==> src/rtl/sar_pkg.sv <==
package sar_pkg;
  localparam int SAR_RES_W = 10;
  localparam int SAR_REG_W = 16;

  typedef enum logic [1:0] {
    ST_IDLE = 2'd0,
    ST_SET  = 2'd1,
    ST_CMP  = 2'd2
  } sar_state_e;
endpackage

==> src/rtl/sar_trigger.sv <==
module sar_trigger (
  input  logic sw_i,
  input  logic hw_i,
  input  logic idle_i,
  output logic start_acc_o
);
  logic req;
  assign req         = sw_i | hw_i;
  assign start_acc_o = req & idle_i;
endmodule

==> src/rtl/sar_seq.sv <==
module sar_seq
  import sar_pkg::*;
#(
  parameter int RES_W = SAR_RES_W
) (
  input  logic             clk_i,
  input  logic             rst_ni,
  input  logic             start_acc_i,
  output logic             busy_o,
  output logic             clr_o,
  output logic             set_o,
  output logic             cmp_en_o,
  output logic             fin_o,
  output logic [RES_W-1:0] bit_sel_o
);
  localparam int IDX_W = (RES_W > 1) ? $clog2(RES_W) : 1;
  localparam logic [IDX_W-1:0] LAST = IDX_W'(RES_W - 1);

  sar_state_e       state_q;
  logic [IDX_W-1:0] idx_q;

  assign busy_o   = (state_q != ST_IDLE);
  assign clr_o    = start_acc_i;
  assign set_o    = (state_q == ST_SET);
  assign cmp_en_o = (state_q == ST_CMP);
  assign fin_o    = cmp_en_o && (idx_q == LAST);

  // idx 0 selects the code MSB
  for (genvar g = 0; g < RES_W; g++) begin : g_sel
    assign bit_sel_o[g] = (idx_q == IDX_W'(RES_W - 1 - g));
  end

  always_ff @(posedge clk_i or negedge rst_ni) begin
    if (!rst_ni) begin
      state_q <= ST_IDLE;
      idx_q   <= '0;
    end else begin
      unique case (state_q)
        ST_IDLE: if (start_acc_i) begin
          state_q <= ST_SET;
          idx_q   <= '0;
        end
        ST_SET:  state_q <= ST_CMP;
        ST_CMP: begin
          if (idx_q == LAST) begin
            state_q <= ST_IDLE;
          end else begin
            state_q <= ST_SET;
            idx_q   <= idx_q + 1'b1;
          end
        end
        default: state_q <= ST_IDLE;
      endcase
    end
  end

  assert_bit_step_R5: assert property (@(posedge clk_i) disable iff (!rst_ni)
    (state_q == ST_CMP && idx_q != LAST) |=> (state_q == ST_SET && idx_q == $past(idx_q) + 1'b1));

  assert_set_then_cmp_R5: assert property (@(posedge clk_i) disable iff (!rst_ni)
    (state_q == ST_SET) |=> (state_q == ST_CMP));
endmodule

==> src/rtl/sar_reg.sv <==
module sar_reg
  import sar_pkg::*;
#(
  parameter int RES_W = SAR_RES_W,
  parameter int REG_W = SAR_REG_W
) (
  input  logic             clk_i,
  input  logic             rst_ni,
  input  logic             clr_i,
  input  logic             set_i,
  input  logic             cmp_en_i,
  input  logic             fin_i,
  input  logic             start_acc_i,
  input  logic             flag_clr_i,
  input  logic             cmp_below_i,
  input  logic [RES_W-1:0] bit_sel_i,
  output logic [REG_W-1:0] sar_o,
  output logic [REG_W-1:0] result_o,
  output logic             done_o
);
  localparam int PAD_W = REG_W - RES_W;

  logic [RES_W-1:0] code_q, code_nxt, res_q;
  logic             done_q;

  always_comb begin
    code_nxt = code_q;
    if (clr_i)                        code_nxt = '0;
    else if (set_i)                   code_nxt = code_q | bit_sel_i;
    else if (cmp_en_i && !cmp_below_i) code_nxt = code_q & ~bit_sel_i;
  end

  always_ff @(posedge clk_i or negedge rst_ni) begin
    if (!rst_ni) begin
      code_q <= '0;
      res_q  <= '0;
      done_q <= 1'b0;
    end else begin
      code_q <= code_nxt;
      if (fin_i) res_q <= code_nxt;
      // completion outranks a same-cycle clear
      if (fin_i)                          done_q <= 1'b1;
      else if (start_acc_i || flag_clr_i) done_q <= 1'b0;
    end
  end

  assign sar_o    = {{PAD_W{1'b0}}, code_q};
  assign result_o = {{PAD_W{1'b0}}, res_q};
  assign done_o   = done_q;

  assert_done_beats_clr_R9: assert property (@(posedge clk_i) disable iff (!rst_ni)
    fin_i |=> done_o);

  assert_done_hold_R7: assert property (@(posedge clk_i) disable iff (!rst_ni)
    (done_o && !start_acc_i && !flag_clr_i) |=> done_o);

  assert_result_hold_R10: assert property (@(posedge clk_i) disable iff (!rst_ni)
    !fin_i |=> $stable(result_o));
endmodule

==> src/rtl/sar_conv_ctrl.sv <==
module sar_conv_ctrl
  import sar_pkg::*;
#(
  parameter int RES_W = SAR_RES_W,
  parameter int REG_W = SAR_REG_W
) (
  input  logic             clk_i,
  input  logic             rst_ni,
  input  logic             sw_start_i,
  input  logic             hw_trig_i,
  input  logic             flag_clr_i,
  input  logic             cmp_below_i,
  output logic [REG_W-1:0] dac_code_o,
  output logic [REG_W-1:0] result_o,
  output logic             done_o,
  output logic             busy_o
);
  localparam logic [REG_W-1:0] MSB_TRIAL = REG_W'(1) << (RES_W - 1);

  logic             start_acc, clr, set, cmp_en, fin;
  logic [RES_W-1:0] bit_sel;

  sar_trigger u_trig (
    .sw_i        (sw_start_i),
    .hw_i        (hw_trig_i),
    .idle_i      (!busy_o),
    .start_acc_o (start_acc)
  );

  sar_seq #(.RES_W(RES_W)) u_seq (
    .clk_i       (clk_i),
    .rst_ni      (rst_ni),
    .start_acc_i (start_acc),
    .busy_o      (busy_o),
    .clr_o       (clr),
    .set_o       (set),
    .cmp_en_o    (cmp_en),
    .fin_o       (fin),
    .bit_sel_o   (bit_sel)
  );

  sar_reg #(.RES_W(RES_W), .REG_W(REG_W)) u_reg (
    .clk_i       (clk_i),
    .rst_ni      (rst_ni),
    .clr_i       (clr),
    .set_i       (set),
    .cmp_en_i    (cmp_en),
    .fin_i       (fin),
    .start_acc_i (start_acc),
    .flag_clr_i  (flag_clr_i),
    .cmp_below_i (cmp_below_i),
    .bit_sel_i   (bit_sel),
    .sar_o       (dac_code_o),
    .result_o    (result_o),
    .done_o      (done_o)
  );

  assert_start_clear_R3: assert property (@(posedge clk_i) disable iff (!rst_ni)
    $rose(busy_o) |-> (dac_code_o == '0 && !done_o));

  assert_first_trial_R4: assert property (@(posedge clk_i) disable iff (!rst_ni)
    $rose(busy_o) |=> (dac_code_o == MSB_TRIAL));

  assert_pad_zero_R6: assert property (@(posedge clk_i) disable iff (!rst_ni)
    ((dac_code_o >> RES_W) == '0) && ((result_o >> RES_W) == '0));
endmodule

==> config.mk <==
export PLATFORM = sky130hd
export DESIGN_NAME = sar_conv_ctrl
export DESIGN_NICKNAME = d
export VERILOG_FILES = /design/src/rtl/sar_pkg.sv /design/src/rtl/sar_trigger.sv /design/src/rtl/sar_seq.sv /design/src/rtl/sar_reg.sv /design/src/rtl/sar_conv_ctrl.sv
export SDC_FILE = /design/constraint.sdc
export NUM_CORES = 1
export LEC_CHECK = 0
export ABC_CLOCK_PERIOD_IN_PS = 3600
export BUFFER_PORTS_ARGS = -buffer_cell sky130_fd_sc_hd__buf_2
export CORE_MARGIN = 2
export CORE_UTILIZATION = 35
export DETAILED_ROUTE_END_ITERATION = 7
export RECOVER_POWER = 50
export SYNTH_ARGS = -nofsm -noshare
export SYNTH_HDL_FRONTEND = slang
export SYNTH_SLANG_ARGS = --single-unit
==> constraint.sdc <==
create_clock -name clk_i -period 3.6 [get_ports clk_i]
set_clock_uncertainty 0.15 [all_clocks]
set_input_delay 0.36 -clock clk_i [delete_from_list [all_inputs] [get_ports clk_i]]
set_output_delay 0.36 -clock clk_i [all_outputs]
set_load 0.01 [all_outputs]
==> metrics, run 1 <==
post_cts resized=0; RePlAce Congestion=0.876; outcome=completed; Peak VDD IR=0.188 mV; Initial DRT Pass Iterations=4; placed inst area=1480 µm²; via count=1006; clk sinks=27; Final Max Tran Viols=0; Netlist cell types=38; crit path cell chain=inv_1, ha_1, nand3b_1, nor3_2, mux2_2; RSZ-0062 raised after global routing=no; Placed Cells=188; full die area=4450 µm²; Tightest Pin Transition=1.45 ns; Clock power frac=17.8%; Routed Antenna Nets=0; Crit-path slowest cell=nor3_2; Fin. Hold Viols=0; Fin Setup TNS=0 ns; WS Path Type=flop to flop; sequential-to-total area share from yosys stat=49.0%; hold buffer count at CTS=1; CP Capture Type=flop; CP Max Fanout=11; Core Box Area=3720 µm²; grt ovf=0; clk root buf=clkbuf_8; vias in the first global route=974; pwr/cell area=642 nW/µm²; CP peak stage delay=0.77 ns; synthesis warning total=0; Final Instance Count excl. Fillers=193; Max-Cap Viols=0; FP Rows=22; Mapped Cells=120; vias per inst=5.21; dpl ws=1.12 ns; Tot GR Track Use=14.0%; WL final=2.80 mm; #FFs+latches synth=27; crit start category=flop; Max-slew headroom=3.33%; area of the multi-input gates=581 µm²; Clock Pin Slew Worst Setup and Hold Paths=0.09 ns; final net count=156; final worst path period share=69.1%; type of the worst min-delay path=primary input to flop; worst-case clock buffer depth=2; I/O Buffers=27; Area growth, synth to finish=10.5%; Net Sw Power=0.000384 W; DP Wirelength=2.01 mm; Tmin final=2.49 ns; n_diodes=0; CTS tree=done; Max Freq=0.402 GHz; CP Data Required Time=3.61 ns; Fill cells=389; P_leak=0.715 nW; Seq pwr share=47.1%; P_int=0.000594 W; most frequent cells in the layout=dfrtp_1, buf_2, conb_1; # IOs=40; Setup Fix Bufs, Post-CTS=0; WL/cell=14.5 µm; share of cells above drive strength 1=21.4%; final instance area=1520 µm²; largest net degree at the start of global routing=28; Initial Util=37.1%; initial antenna violation count=0; combinational share of power=35.1%; final-report setup violation count=0; number of CTS-inserted buffers=3; first-pass GRT wire length=4.74 mm; die width=66.7 µm; worst setup margin=1.11 ns; mapped cell area=1380 µm²; Syn Area/Cell=11.5 µm²; H-tree Lvls=1; commonest non-fill, non-tap cell in the layout=dfrtp_1; Die Y=66.7 µm; worst skew pair latency=0.27 ns; DRC viols=0; switching part of the total=39.3%; CP arrival=2.50 ns; DR iter-0 viols=80; Register Area=676 µm²
==> final cells by class <==
cell class                      count  area share [%]
Sequential cell                    27            44.4
Inverter                            7            1.73
Tap cell                           48            3.94
Timing Repair Buffer               28            8.63
Clock inverter                      1           0.493
Clock buffer                        3            2.71
Multi-Input combinational cell     79            38.1
==> state kept, by name, indices dropped and copies added (netlist names) <==
signal and flops:
u_reg.done_o 1, u_reg.code_q 10, u_seq.idx_q 4, u_seq.state_q 2, u_reg.res_q 10
==> power by group through the flow <==
stage,Sequential [W],Combinational [W],Clock [W]
after floorplan,0.000448,0.000270,0
after global placement,0.000460,0.000338,0
after detailed placement,0.000465,0.000345,0
after CTS,0.000459,0.000350,0.000179
after global routing,0.000475,0.000386,0.000194
final,0.000461,0.000343,0.000174
==> worst max-delay path, delay by kind of cell (launching register included) <==
kind	cells	cell delay, ns
flops	1	0.43
buf+inv	1	0.11
simple gates	2	1.00
fa+ha+maj	1	0.27
mux	1	0.41
==> through the flow <==
step | power [W] | util [%] | hold slack [ns]
after global routing | 0.00105 | 41.0 | 0.195
after detailed placement | 0.000810 | 39.8 | 0.256
after CTS | 0.000988 | 41.3 | 0.196
final | 0.000978 | 41.0 | 0.200
after global placement | 0.000797 | 39.8 | 0.246
after floorplan | 0.000717 | - | -0.0856
==> cells in the mapped netlist (all sizes together) <==
| cell type | count | area (µm²) |
|---|---|---|
| a2111oi | 1 | 8.76 |
| a211oi | 1 | 7.51 |
| a21oi | 2 | 10.0 |
| a31o | 1 | 8.76 |
| a31oi | 1 | 6.26 |
| a32o | 8 | 80.1 |
| and2 | 1 | 6.26 |
| and2b | 1 | 7.51 |
| and3b | 1 | 8.76 |
| and4 | 1 | 8.76 |
| buf | 17 | 133 |
| clkbuf | 1 | 3.75 |
| conb | 1 | 3.75 |
| dfrtp | 27 | 676 |
| ha | 4 | 50.1 |
| inv | 7 | 26.3 |
| mux2 | 8 | 90.1 |
| mux2i | 2 | 20.0 |
| nand2 | 1 | 3.75 |
| nand3 | 6 | 30.0 |
| nand3b | 1 | 7.51 |
| nand4 | 2 | 12.5 |
| nand4b | 5 | 43.8 |
| nor2 | 5 | 18.8 |
| nor2b | 1 | 6.26 |
| nor3 | 2 | 15.0 |
| nor3b | 2 | 20.0 |
| nor4 | 1 | 6.26 |
| o21ai | 4 | 20.0 |
| o22ai | 1 | 6.26 |
| o311ai | 2 | 17.5 |
| or2 | 2 | 15.0 |
==> kinds of logic (layout without fill, tap and decap cells) <==
logic type,after synthesis,in the layout,synth area share (%)
AND/OR/NAND/NOR,32,32,15.3
flip-flops,27,27,49.0
buffers and inverters,25,39,11.8
AO/OA/AOI/OAI,21,21,12.0
multiplexers,10,10,7.99
adder cells (fa/ha/maj),4,4,3.63
other,1,12,0.272
==> path summary, 6_finish.rpt <==
path,endpoint,cells after the start,start,slack [ns]
min,u_reg.res_q[0]$_DFFE_PN0P_,3,cmp_below_i,0.20
max,u_reg.res_q[4]$_DFFE_PN0P_,5,u_seq.idx_q[1]$_DFFE_PN0P_,1.11
min reg2reg,u_reg.res_q[3]$_DFFE_PN0P_,1,u_reg.res_q[3]$_DFFE_PN0P_,0.34
max in group asynchronous,u_reg.res_q[6]$_DFFE_PN0P_,2,rst_ni,1.65
max reg2reg,u_reg.res_q[4]$_DFFE_PN0P_,5,u_seq.idx_q[1]$_DFFE_PN0P_,1.11
min in group asynchronous,u_reg.code_q[0]$_DFF_PN0_,2,rst_ni,0.81
==> routing by layer <==
metal	part of all wire [%]	track usage, %	wire length (µm)
met5	0	0	0
met2	47	21.4	1320
met3	6.5	1.86	183
met1	44	19.5	1250
met4	1.9	6.63	52
Power figures use the tool's default switching activity.
==> run 2, diff against run 1 <==
--- a/config.mk
+++ b/config.mk
@@ -5,7 +5,7 @@
 export SDC_FILE = /design/constraint.sdc
 export NUM_CORES = 1
 export LEC_CHECK = 0
-export ABC_CLOCK_PERIOD_IN_PS = 3600
+export ABC_CLOCK_PERIOD_IN_PS = 2500
 export BUFFER_PORTS_ARGS = -buffer_cell sky130_fd_sc_hd__buf_2
 export CORE_MARGIN = 2
 export CORE_UTILIZATION = 35
==> constraint.sdc (replaced) <==
create_clock -name clk_i -period 2.5 [get_ports clk_i]
set_clock_uncertainty 0.15 [all_clocks]
set_input_delay 0.25 -clock clk_i [delete_from_list [all_inputs] [get_ports clk_i]]
set_output_delay 0.25 -clock clk_i [all_outputs]
set_load 0.01 [all_outputs]
==> run 2 against run 1 <==
Register-to-register slack worse by 0.62 ns. Non-clock buffer count increased by 1. Total power grew 44%. Die area is the same. Sequential share of layout area fell by 0.22 points. Sequential cell count unchanged. Cell count grew 0.52%. Worst hold slack got worse by 0.11 ns. Global-route usage decreased by 0.13 points. Clock power increased by 45%. First-iteration DRC count fell by 21%. Largest power group unchanged.
==> metrics, run 2 (synthesized netlist as in run 1, its figures left out) <==
Fin. Hold Viols=0 (unchanged); outcome=completed; most frequent cells in the layout=dfrtp_1, buf_2, conb_1; Final Max Tran Viols=0 (unchanged); number of CTS-inserted buffers=3 (unchanged); worst skew pair latency=0.27 ns (about the same); die width=66.7 µm (unchanged); Hold WS=0.0889 ns (-0.111 ns); RR Endpoint=u_reg.res_q[5]$_DFFE_PN0P_; Clock Pin Slew Worst Setup and Hold Paths=0.09 ns (about the same); RSZ-0062 raised after global routing=no; CP Capture Type=flop; final-report setup violation count=0 (unchanged); FP Rows=22 (unchanged); Tot GR Track Use=13.8% (-0.13 points); P_leak=0.721 nW (+0.76%); Final Core Density=41.2% (+0.20 points); CP arrival=2.03 ns (-0.47 ns); CP Data Required Time=2.52 ns (-1.09 ns); Core Box Area=3720 µm² (unchanged); worst-case clock buffer depth=2 (unchanged); Tightest Pin Transition=1.43 ns (-0.0247 ns); Fin Setup TNS=0 ns (unchanged); Max Freq=0.497 GHz (+24%); Tmin final=2.01 ns (-0.478 ns); Peak VDD IR=0.312 mV (+66%); I/O Buffers=27 (unchanged); Die Y=66.7 µm (unchanged); WL/cell=14.4 µm (-0.55%); Initial DRT Pass Iterations=4 (unchanged); Largest regs=u_reg.code_q x10, u_reg.res_q x10, u_seq.idx_q x4; type of the worst min-delay path=primary input to flop; Setup Fix Bufs, Post-CTS=0 (unchanged); r2r startpoint=u_seq.idx_q[1]$_DFFE_PN0P_; CP Max Fanout=11 (unchanged); final worst path period share=80.4% (+11 points); grt ovf=0 (unchanged); Initial Util=37.1% (unchanged); Area growth, synth to finish=11.1%; DP Wirelength=1.98 mm (-1.6%); Final Power=0.00140 W (+44%); RePlAce Congestion=0.969 (+11%); full die area=4450 µm² (unchanged); vias per inst=5.16 (-0.91%); crit start category=flop; WS Path Type=flop to flop; hold buffer count at CTS=1 (unchanged); clk root buf=clkbuf_8; initial antenna violation count=0 (unchanged); first-pass GRT wire length=4.66 mm (-1.8%); WL final=2.80 mm (about the same); share of cells above drive strength 1=21.9% (+0.54 points); DRC viols=0 (unchanged); r2r worst-path depth=6 (+1); DR iter-0 viols=63 (-21%); H-tree Lvls=1 (unchanged); Max-slew headroom=4.98% (+1.6 points); CTS tree=done; vias in the first global route=952 (-2.3%); CP Launch Point=u_seq.idx_q[1]$_DFFE_PN0P_; via count=1002 (-0.40%); final net count=157 (+0.64%); post_cts resized=0 (unchanged); pwr/cell area=918 nW/µm² (+43%); largest net degree at the start of global routing=28 (unchanged); R2R Setup Slk=0.49 ns (-0.62 ns); # IOs=40 (unchanged); Max-Cap Viols=0 (unchanged); commonest non-fill, non-tap cell in the layout=dfrtp_1; Routed Antenna Nets=0 (unchanged); crit path capture=u_reg.res_q[5]$_DFFE_PN0P_; clk sinks=27 (unchanged); n_diodes=0 (unchanged)
-- run 2: cell count changes in the layout (fill, tap and decap cells not counted) --
cell / delta
buf_4: +1
-- run 2: area by class of cell --
cell class	instances	area, µm²
Tap cell	48	60.1
Sequential cell	27	676
Clock inverter	1	7.51
Fill cell	365	2190
Clock buffer	3	41.3
Timing Repair Buffer	29	139
Inverter	7	26.3
Multi-Input combinational cell	79	581
-- run 2: where the power goes --
group	internal (W)	leakage, nW	switching, W
registers	0.000540	0.357	0.000120
logic	0.000202	0.342	0.000291
clock network	0.000113	0.0217	0.000139
total	0.000855	0.721	0.000550
-- run 2: per-stage QoR --
stage          area (µm²)  cells  setup WS [ns]
6_report             1530    194          0.489
5_1_grt              1530    194          0.313
4_1_cts              1540    194          0.497
3_5_place_dp         1490    189          0.494
3_3_place_gp         1490    189          0.622
2_1_floorplan        1420    131          0.685
-- run 2: worst min-delay path by stage --
| stage | slack [ns] | from | cells past startpoint | end |
|---|---|---|---|---|
| 2_1_floorplan | -0.20 | rst_ni | 0 | u_reg.code_q[0]$_DFF_PN0_ |
| 3_3_place_gp | 0.13 | rst_ni | 1 | u_reg.code_q[0]$_DFF_PN0_ |
| 3_5_place_dp | 0.14 | rst_ni | 1 | u_reg.code_q[0]$_DFF_PN0_ |
| 4_1_cts | 0.09 | cmp_below_i | 3 | u_reg.res_q[0]$_DFFE_PN0P_ |
| 5_1_grt | 0.09 | cmp_below_i | 3 | u_reg.res_q[0]$_DFFE_PN0P_ |
| 6_report | 0.09 | cmp_below_i | 3 | u_reg.res_q[0]$_DFFE_PN0P_ |
-- run 2: metal layers --
layer,up-vias,wire [µm],global-route usage [%]
met4,0,44,5.36
met1,492,1210,19.0
met3,4,170,1.52
li1,467,-,-
met5,-,0,0
met2,39,1380,22.4
-- run 2: worst max-delay path: stages (launching register included) --
cell      delay (ns)
dfrtp_1         0.44
inv_1           0.11
ha_1            0.26
nand3b_1        0.21
nor3_2          0.15
buf_4           0.22
mux2_2          0.35
